$ cat config.mk
export PLATFORM = sky130hd
export DESIGN_NAME = rst_cause_seq
export DESIGN_NICKNAME = d
export VERILOG_FILES = /design/src/rtl/rst_cause_pkg.sv /design/src/rtl/rst_cause_prescale.sv /design/src/rtl/rst_cause_dp.sv /design/src/rtl/rst_cause_ctrl.sv /design/src/rtl/rst_cause_seq.sv
export SDC_FILE = /design/constraint.sdc
export NUM_CORES = 1
export LEC_CHECK = 0
export BUFFER_PORTS_ARGS = -buffer_cell sky130_fd_sc_hd__buf_2
export CORE_MARGIN = 4
export CORE_UTILIZATION = 45
export DETAILED_ROUTE_END_ITERATION = 7
export SETUP_SLACK_MARGIN = 0.02
export SYNTH_ARGS = -nofsm -noshare
export SYNTH_HDL_FRONTEND = slang
export SYNTH_SLANG_ARGS = --single-unit
$ cat constraint.sdc
create_clock -name clk -period 3 [get_ports clk]
set_input_delay 0.6 -clock clk [delete_from_list [all_inputs] [get_ports clk]]
set_output_delay 0.6 -clock clk [all_outputs]
set_load 0.01 [all_outputs]
$ cat src/rtl/rst_cause_pkg.sv
package rst_cause_pkg;

  localparam int CAUSE_W    = 3;
  localparam int CAUSE_ILOP = 0;
  localparam int CAUSE_IADR = 1;
  localparam int CAUSE_LOWV = 2;

  typedef enum logic [1:0] {
    SEQ_IDLE = 2'd0,
    SEQ_PULL = 2'd1,
    SEQ_HOLD = 2'd2
  } seqState_t;

  // strobes from control to datapath
  typedef struct packed {
    logic armStart;   // snapshot counter, restart elapsed time
    logic loadCause;  // replace status with current causes
    logic mergeCause; // OR current causes into status
  } seqCmd_t;

endpackage

$ cat src/rtl/rst_cause_prescale.sv
module rst_cause_prescale #(
  parameter int CNT_W = 13
) (
  input  logic             clk,
  input  logic             rstN,
  output logic [CNT_W-1:0] cntSync,
  output logic             wdogTick
);

  logic [CNT_W-1:0] cntNeg;

  // free-running prescaler on the falling edge
  always_ff @(negedge clk or negedge rstN) begin
    if (!rstN) cntNeg <= '0;
    else       cntNeg <= cntNeg + 1'b1;
  end

  // bring the value into the rising-edge domain and flag the wrap
  always_ff @(posedge clk or negedge rstN) begin
    if (!rstN) begin
      cntSync  <= '0;
      wdogTick <= 1'b0;
    end else begin
      cntSync  <= cntNeg;
      wdogTick <= (cntNeg == '0) && (cntSync == {CNT_W{1'b1}});
    end
  end

endmodule

$ cat src/rtl/rst_cause_dp.sv
module rst_cause_dp
  import rst_cause_pkg::*;
#(
  parameter int CNT_W    = 13,
  parameter int PULL_CYC = 4096,
  parameter int HOLD_CYC = 64
) (
  input  logic               clk,
  input  logic               rstN,
  input  logic [CNT_W-1:0]   cntSync,
  input  seqCmd_t            cmd,
  input  logic [CAUSE_W-1:0] causeVec,
  output logic               pullDone,
  output logic               holdDone,
  output logic [CAUSE_W-1:0] statusOut
);

  localparam int TOTAL_CYC = PULL_CYC + HOLD_CYC;
  localparam logic [CNT_W-1:0] PULL_END  = CNT_W'(PULL_CYC);
  localparam logic [CNT_W-1:0] TOTAL_END = CNT_W'(TOTAL_CYC);

  logic [CNT_W-1:0]   startVal;
  logic [CNT_W-1:0]   elapsed;
  logic [CAUSE_W-1:0] statusQ;

  always_ff @(posedge clk or negedge rstN) begin
    if (!rstN)             startVal <= '0;
    else if (cmd.armStart) startVal <= cntSync;
  end

  // modular distance from the snapshot
  assign elapsed  = cntSync - startVal;
  assign pullDone = (elapsed == PULL_END);
  assign holdDone = (elapsed == TOTAL_END);

  always_ff @(posedge clk or negedge rstN) begin
    if (!rstN)               statusQ <= '0;
    else if (cmd.loadCause)  statusQ <= causeVec;
    else if (cmd.mergeCause) statusQ <= statusQ | causeVec;
  end

  assign statusOut = statusQ;

endmodule

$ cat src/rtl/rst_cause_ctrl.sv
module rst_cause_ctrl
  import rst_cause_pkg::*;
(
  input  logic               clk,
  input  logic               rstN,
  input  logic               illegalOpStb,
  input  logic               stopExecStb,
  input  logic               stopEnable,
  input  logic               opFetch,
  input  logic               unmappedAddr,
  input  logic               lowVoltDet,
  input  logic               pullDone,
  input  logic               holdDone,
  output seqCmd_t            cmd,
  output logic [CAUSE_W-1:0] causeVec,
  output logic               pinPullDown,
  output logic               cpuReset
);

  seqState_t stateQ, stateD;
  logic      anyReq;

  // qualify each source
  always_comb begin
    causeVec             = '0;
    causeVec[CAUSE_ILOP] = illegalOpStb | (stopExecStb & ~stopEnable);
    causeVec[CAUSE_IADR] = unmappedAddr & opFetch;
    causeVec[CAUSE_LOWV] = lowVoltDet;
  end

  assign anyReq = |causeVec;

  always_comb begin
    stateD = stateQ;
    cmd    = '0;
    unique case (stateQ)
      SEQ_IDLE: begin
        if (anyReq) begin
          stateD        = SEQ_PULL;
          cmd.armStart  = 1'b1;
          cmd.loadCause = 1'b1;
        end
      end
      SEQ_PULL: begin
        if (anyReq) begin
          cmd.armStart   = 1'b1;
          cmd.mergeCause = 1'b1;
        end else if (pullDone) begin
          stateD = SEQ_HOLD;
        end
      end
      SEQ_HOLD: begin
        if (anyReq) begin
          stateD         = SEQ_PULL;
          cmd.armStart   = 1'b1;
          cmd.mergeCause = 1'b1;
        end else if (holdDone) begin
          stateD = SEQ_IDLE;
        end
      end
      default: stateD = SEQ_IDLE;
    endcase
  end

  always_ff @(posedge clk or negedge rstN) begin
    if (!rstN) stateQ <= SEQ_IDLE;
    else       stateQ <= stateD;
  end

  assign pinPullDown = (stateQ == SEQ_PULL);
  assign cpuReset    = (stateQ != SEQ_IDLE);

endmodule

$ cat src/rtl/rst_cause_seq.sv
module rst_cause_seq
  import rst_cause_pkg::*;
#(
  parameter int CNT_W    = 13,
  parameter int PULL_CYC = 4096,
  parameter int HOLD_CYC = 64
) (
  input  logic               clk,
  input  logic               rstN,
  input  logic               illegalOpStb,
  input  logic               stopExecStb,
  input  logic               stopEnable,
  input  logic               opFetch,
  input  logic               unmappedAddr,
  input  logic               lowVoltDet,
  output logic               pinPullDown,
  output logic               cpuReset,
  output logic [CAUSE_W-1:0] statusOut,
  output logic               wdogTick
);

  logic [CNT_W-1:0]   cntSync;
  seqCmd_t            cmd;
  logic [CAUSE_W-1:0] causeVec;
  logic               pullDone;
  logic               holdDone;

  rst_cause_prescale #(.CNT_W(CNT_W)) prescale_i (
    .clk      (clk),
    .rstN     (rstN),
    .cntSync  (cntSync),
    .wdogTick (wdogTick)
  );

  rst_cause_ctrl ctrl_i (
    .clk          (clk),
    .rstN         (rstN),
    .illegalOpStb (illegalOpStb),
    .stopExecStb  (stopExecStb),
    .stopEnable   (stopEnable),
    .opFetch      (opFetch),
    .unmappedAddr (unmappedAddr),
    .lowVoltDet   (lowVoltDet),
    .pullDone     (pullDone),
    .holdDone     (holdDone),
    .cmd          (cmd),
    .causeVec     (causeVec),
    .pinPullDown  (pinPullDown),
    .cpuReset     (cpuReset)
  );

  rst_cause_dp #(
    .CNT_W    (CNT_W),
    .PULL_CYC (PULL_CYC),
    .HOLD_CYC (HOLD_CYC)
  ) dp_i (
    .clk       (clk),
    .rstN      (rstN),
    .cntSync   (cntSync),
    .cmd       (cmd),
    .causeVec  (causeVec),
    .pullDone  (pullDone),
    .holdDone  (holdDone),
    .statusOut (statusOut)
  );

endmodule

---- Word level (Yosys, flattened, before mapping) ----
Cells that the tools add are included.
Widths: inputs -> output; s select.
operators by class
  $add $sub $neg .......................... 2
  eq/ne operators ......................... 9
  multiplexer cells ....................... 13
  bitwise gates (word level) .............. 5
  reduce and logical (&&, ||, !) cells .... 8
operators with widths
  kind                   count
  $eq 13x13->1 const B   3
  $add 13x1->13 const B  1
  $logic_not 13->1       1
  $sub 13x13->13         1
  $mux 2                 6
  $mux 3                 2
  $pmux 2 s3             1
  $ne 2x1->1 const B     2
  $reduce_and 4->1       1
  $reduce_bool 2->1      2
  $mux 1                 3
  $ne 3x1->1 const B     1
  $or 3x3->3             1
  $reduce_or 3->1        1
  $and 1x1->1            2
  $eq 2x1->1 const B     1
  $eq 2x2->1 const B     1
  $logic_not 2->1        1
  $ne 2x2->1 const B     1
  $pmux 1 s2             1
  $reduce_or 2->1        1
  $logic_and 1x1->1      1
  $not 1->1              1
  $or 1x1->1             1
storage, ports and cells
  bits in registers ....................... 45
  input bits .............................. 8
  output and inout port bits .............. 6
  word-level logic and storage cells ...... 43

---- Longest topological paths before layout ----
  word-level depth ........................ 8
  mapped depth ............................ 10
  gate-level depth less buffers ........... 10

---- By module ----
A second synthesis with hierarchy kept.
second synthesis, totals
  cells, all modules ...................... 251
  area, all modules ....................... 2,521.2 um^2
modules (own cells, without submodules)
  module              instances  cells an instance  area each (um^2)  sequential area each (um^2)
  rst_cause_dp        1          153                1,283.7           400.4
  rst_cause_prescale  1          70                 982.2             675.6
  rst_cause_ctrl      1          28                 255.2             50.0

==> impl_metrics.yaml <==
floorplan:
  start_util_pct: 47.8
  die_w_um: 79.8
  row_count: 25
  die_h_um: 79.8
  ios: 14
  die_area_um2: 6360
  core_area_um2: 4850
clocking:
  cts_resized: 0
  clock_path_buffers: 2
  numCtsBuffers: 5
  cts_sinks: 45
  cts_tree: "yes"
  root_buffer: "clkbuf_8"
  cts_setup_buffers: 0
  h-tree-depth: 2
  clkSlewWorstSetupHoldPaths_ps: 90
  clk_latency_ps: 300
  cts_hold_buffers: 0
synth:
  synthTopCellsByArea: "dfrtp_1 35%, dfrtn_1 14%, ha_1 9.7%, xnor2_1 3.8%, inv_1 3.7%"
  synth_commonest_cells: "32 x dfrtp_1, 23 x inv_1, 18 x ha_1, 18 x nand2_1, 16 x nor2_1"
  synth_cells: 228
  synth_cell_types: 45
  synth.most_common_cell: "dfrtp_1"
  synth.ff_latch_count: 45
  yosysSeqAreaShare_pct: 48.6
  ys_async_sr_fraction_pct: 100
  synth_flop_cell: "dfrtp_1"
  syn-num-nets: 254
  syn_area_per_cell_um2: 10.2
  ys_warn_count: 0
  yosysTopAreaCell: "dfrtp_1"
  synth_top_area_share_pct: 34.5
  synth_edf_count: 0
  synth.cell_area_um2: 2320
placement:
  port-buffer-count: 13
  place_hpwl_um: 3120
  place_congestion: 0.816
timing:
  fin_skew_ps: 8.27
  hold_violations: 0
  slew_viol_final: 0
  grt_setup_unrepaired: "false"
  slew_headroom_pct: 70.0
  worst_pin_slew_ps: 449
  finalSetupViolCount: 0
  tns_ps: 0
  holdWs_ps: 242
setup_path:
  path_class: "reg -> reg"
  r2r_setup_slack_ps: 280
  cp_data_arrival_time_ps: 2930
  crit_path_end_kind: "flop"
  cp_max_fo: 5
  required_ps: 3200
  critPathLaunchType: "flop"
global_routing:
  grt_pass1_vias: 1614
  grt_overflow: 0
  grt_pass1_wl_um: 7500
  grt_max_degree: 27
  track_usage_pct: 15.5
  antenna_found_initial: 0
power:
  ir_drop_uv: 343
  pwr-share-clk_pct: 31.8
  switching_power_w: 0.000357
  switching_share_pct: 27.3
  pwr-share-seq_pct: 50.2
  power_density_nw_per_um2: 508
  p_leak_nw: 1.24
  power_frac_comb_pct: 18.0
  p_int_w: 0.000951
drt:
  drc: 0
  routed_wl_um: 4100
  ant_nets: 0
  drt-initial-drc-count: 82
  drt-pass1-iter-count: 4
  viasPerCell: 5.13
  vias: 1616
  wl_per_cell_um: 13.0
finish:
  multi_input_area_um2: 1090
  area_delta_synth_final_pct: 11.2
  drive_gt1_share_pct: 12.9
  register_area_um2: 1130
  n_fill_cell: 460
  antennaDiodeCount: 0
  final_nets: 273
status:
  status: "finished, final reports clean"
flow_run:
  max_cap_viol_count: 0
worst_hold_path:
  worstHoldPathType: "in -> async"
==> layout make-up <==
class                           count  area share (%)
Sequential cell                    45            43.7
Tap cell                           67            3.25
Multi-Input combinational cell    157            42.5
Clock buffer                        7            3.79
Clock inverter                      1           0.340
Inverter                           23            3.35
Timing Repair Buffer               15            3.11
==> cells by family (layout without fill, tap and decap cells) <==
family	count (synthesis)	count (layout)	share of synthesized area, %
AO/OA/AOI/OAI	47	47	14.0
adder cells (fa/ha/maj)	18	18	9.71
AND/OR/NAND/NOR	72	72	15.8
multiplexers	2	2	0.971
XOR/XNOR	18	18	6.80
flip-flops	45	45	48.6
buffers and inverters	26	46	4.21
==> worst max-delay path: stages, from the launching register on <==
cell	delay [ps]
dfrtn_1	390
nor4b_1	320
nand4_1	140
nor4_1	280
==> routing by layer <==
layer  vias to the layer above  GRT usage (%)  part of all wire (%)  wire, um
met1                       749           19.8                    48      1980
met3                         5           3.61                   4.1       167
met5                         -              0                     0         0
met2                        32           25.0                    46      1880
li1                        830              -                     -         -
met4                         0           6.76                   1.7        70
==> state kept, by name, indices dropped and copies added (netlist names) <==
name and cells:
dp_i.startVal 13, prescale_i.cntNeg 13, prescale_i.cntSync 13, dp_i.statusOut 3, ctrl_i.stateQ 2, prescale_i.wdogTick 1
==> power groups by stage <==
| stage | clock network, W | logic (W) | registers [W] |
|---|---|---|---|
| finish | 0.000416 | 0.000235 | 0.000657 |
| CTS | 0.000436 | 0.000239 | 0.000657 |
| detailed placement | 0 | 0.000238 | 0.000669 |
| global placement | 0 | 0.000238 | 0.000669 |
| global route | 0.000471 | 0.000266 | 0.000662 |
| floorplan | 0 | 0.000154 | 0.000676 |
==> placed cells by master (no fill, tap or decap), drive strengths merged, types with 2 or more instances in the layout <==
cell,n
dfrtp,32
inv,23
nand2,18
ha,18
o21ai,17
nor2,16
buf,15
dfrtn,13
nand3,10
xnor2,10
nor3,9
a21oi,9
xor2,8
clkbuf,7
nand2b,4
nor4,4
nand4,3
a211oi,2
o31a,2
a31oi,2
mux2,2
o211ai,2
==> per-stage QoR <==
| step | instance area (um2) | std cells | power, W | utilization, % | setup slack [ps] |
|---|---|---|---|---|---|
| after floorplan | 2320 | 228 | 0.000829 | - | 392 |
| after global placement | 2470 | 307 | 0.000907 | 51.0 | 299 |
| after detailed placement | 2470 | 307 | 0.000907 | 51.0 | 279 |
| after CTS | 2580 | 315 | 0.00133 | 53.2 | 267 |
| after global routing | 2580 | 315 | 0.00140 | 53.2 | 68.9 |
| final | 2580 | 315 | 0.00131 | 53.2 | 277 |
==> path summary, 6_finish.rpt <==
check / startpoint / end / depth (start not counted)
max: prescale_i.cntNeg[8]$_DFF_NN0_ / prescale_i.wdogTick$_DFF_PN0_ / 3
min: rstN / dp_i.startVal[11]$_DFFE_PN0P_ / 1
max reg2reg: prescale_i.cntNeg[8]$_DFF_NN0_ / prescale_i.wdogTick$_DFF_PN0_ / 3
min reg2reg: prescale_i.cntNeg[0]$_DFF_NN0_ / prescale_i.cntNeg[0]$_DFF_NN0_ / 1
max in group asynchronous: rstN / prescale_i.cntNeg[9]$_DFF_NN0_ / 1
min in group clk: prescale_i.cntNeg[0]$_DFF_NN0_ / prescale_i.cntNeg[0]$_DFF_NN0_ / 1
Power figures use the tool's default switching activity.
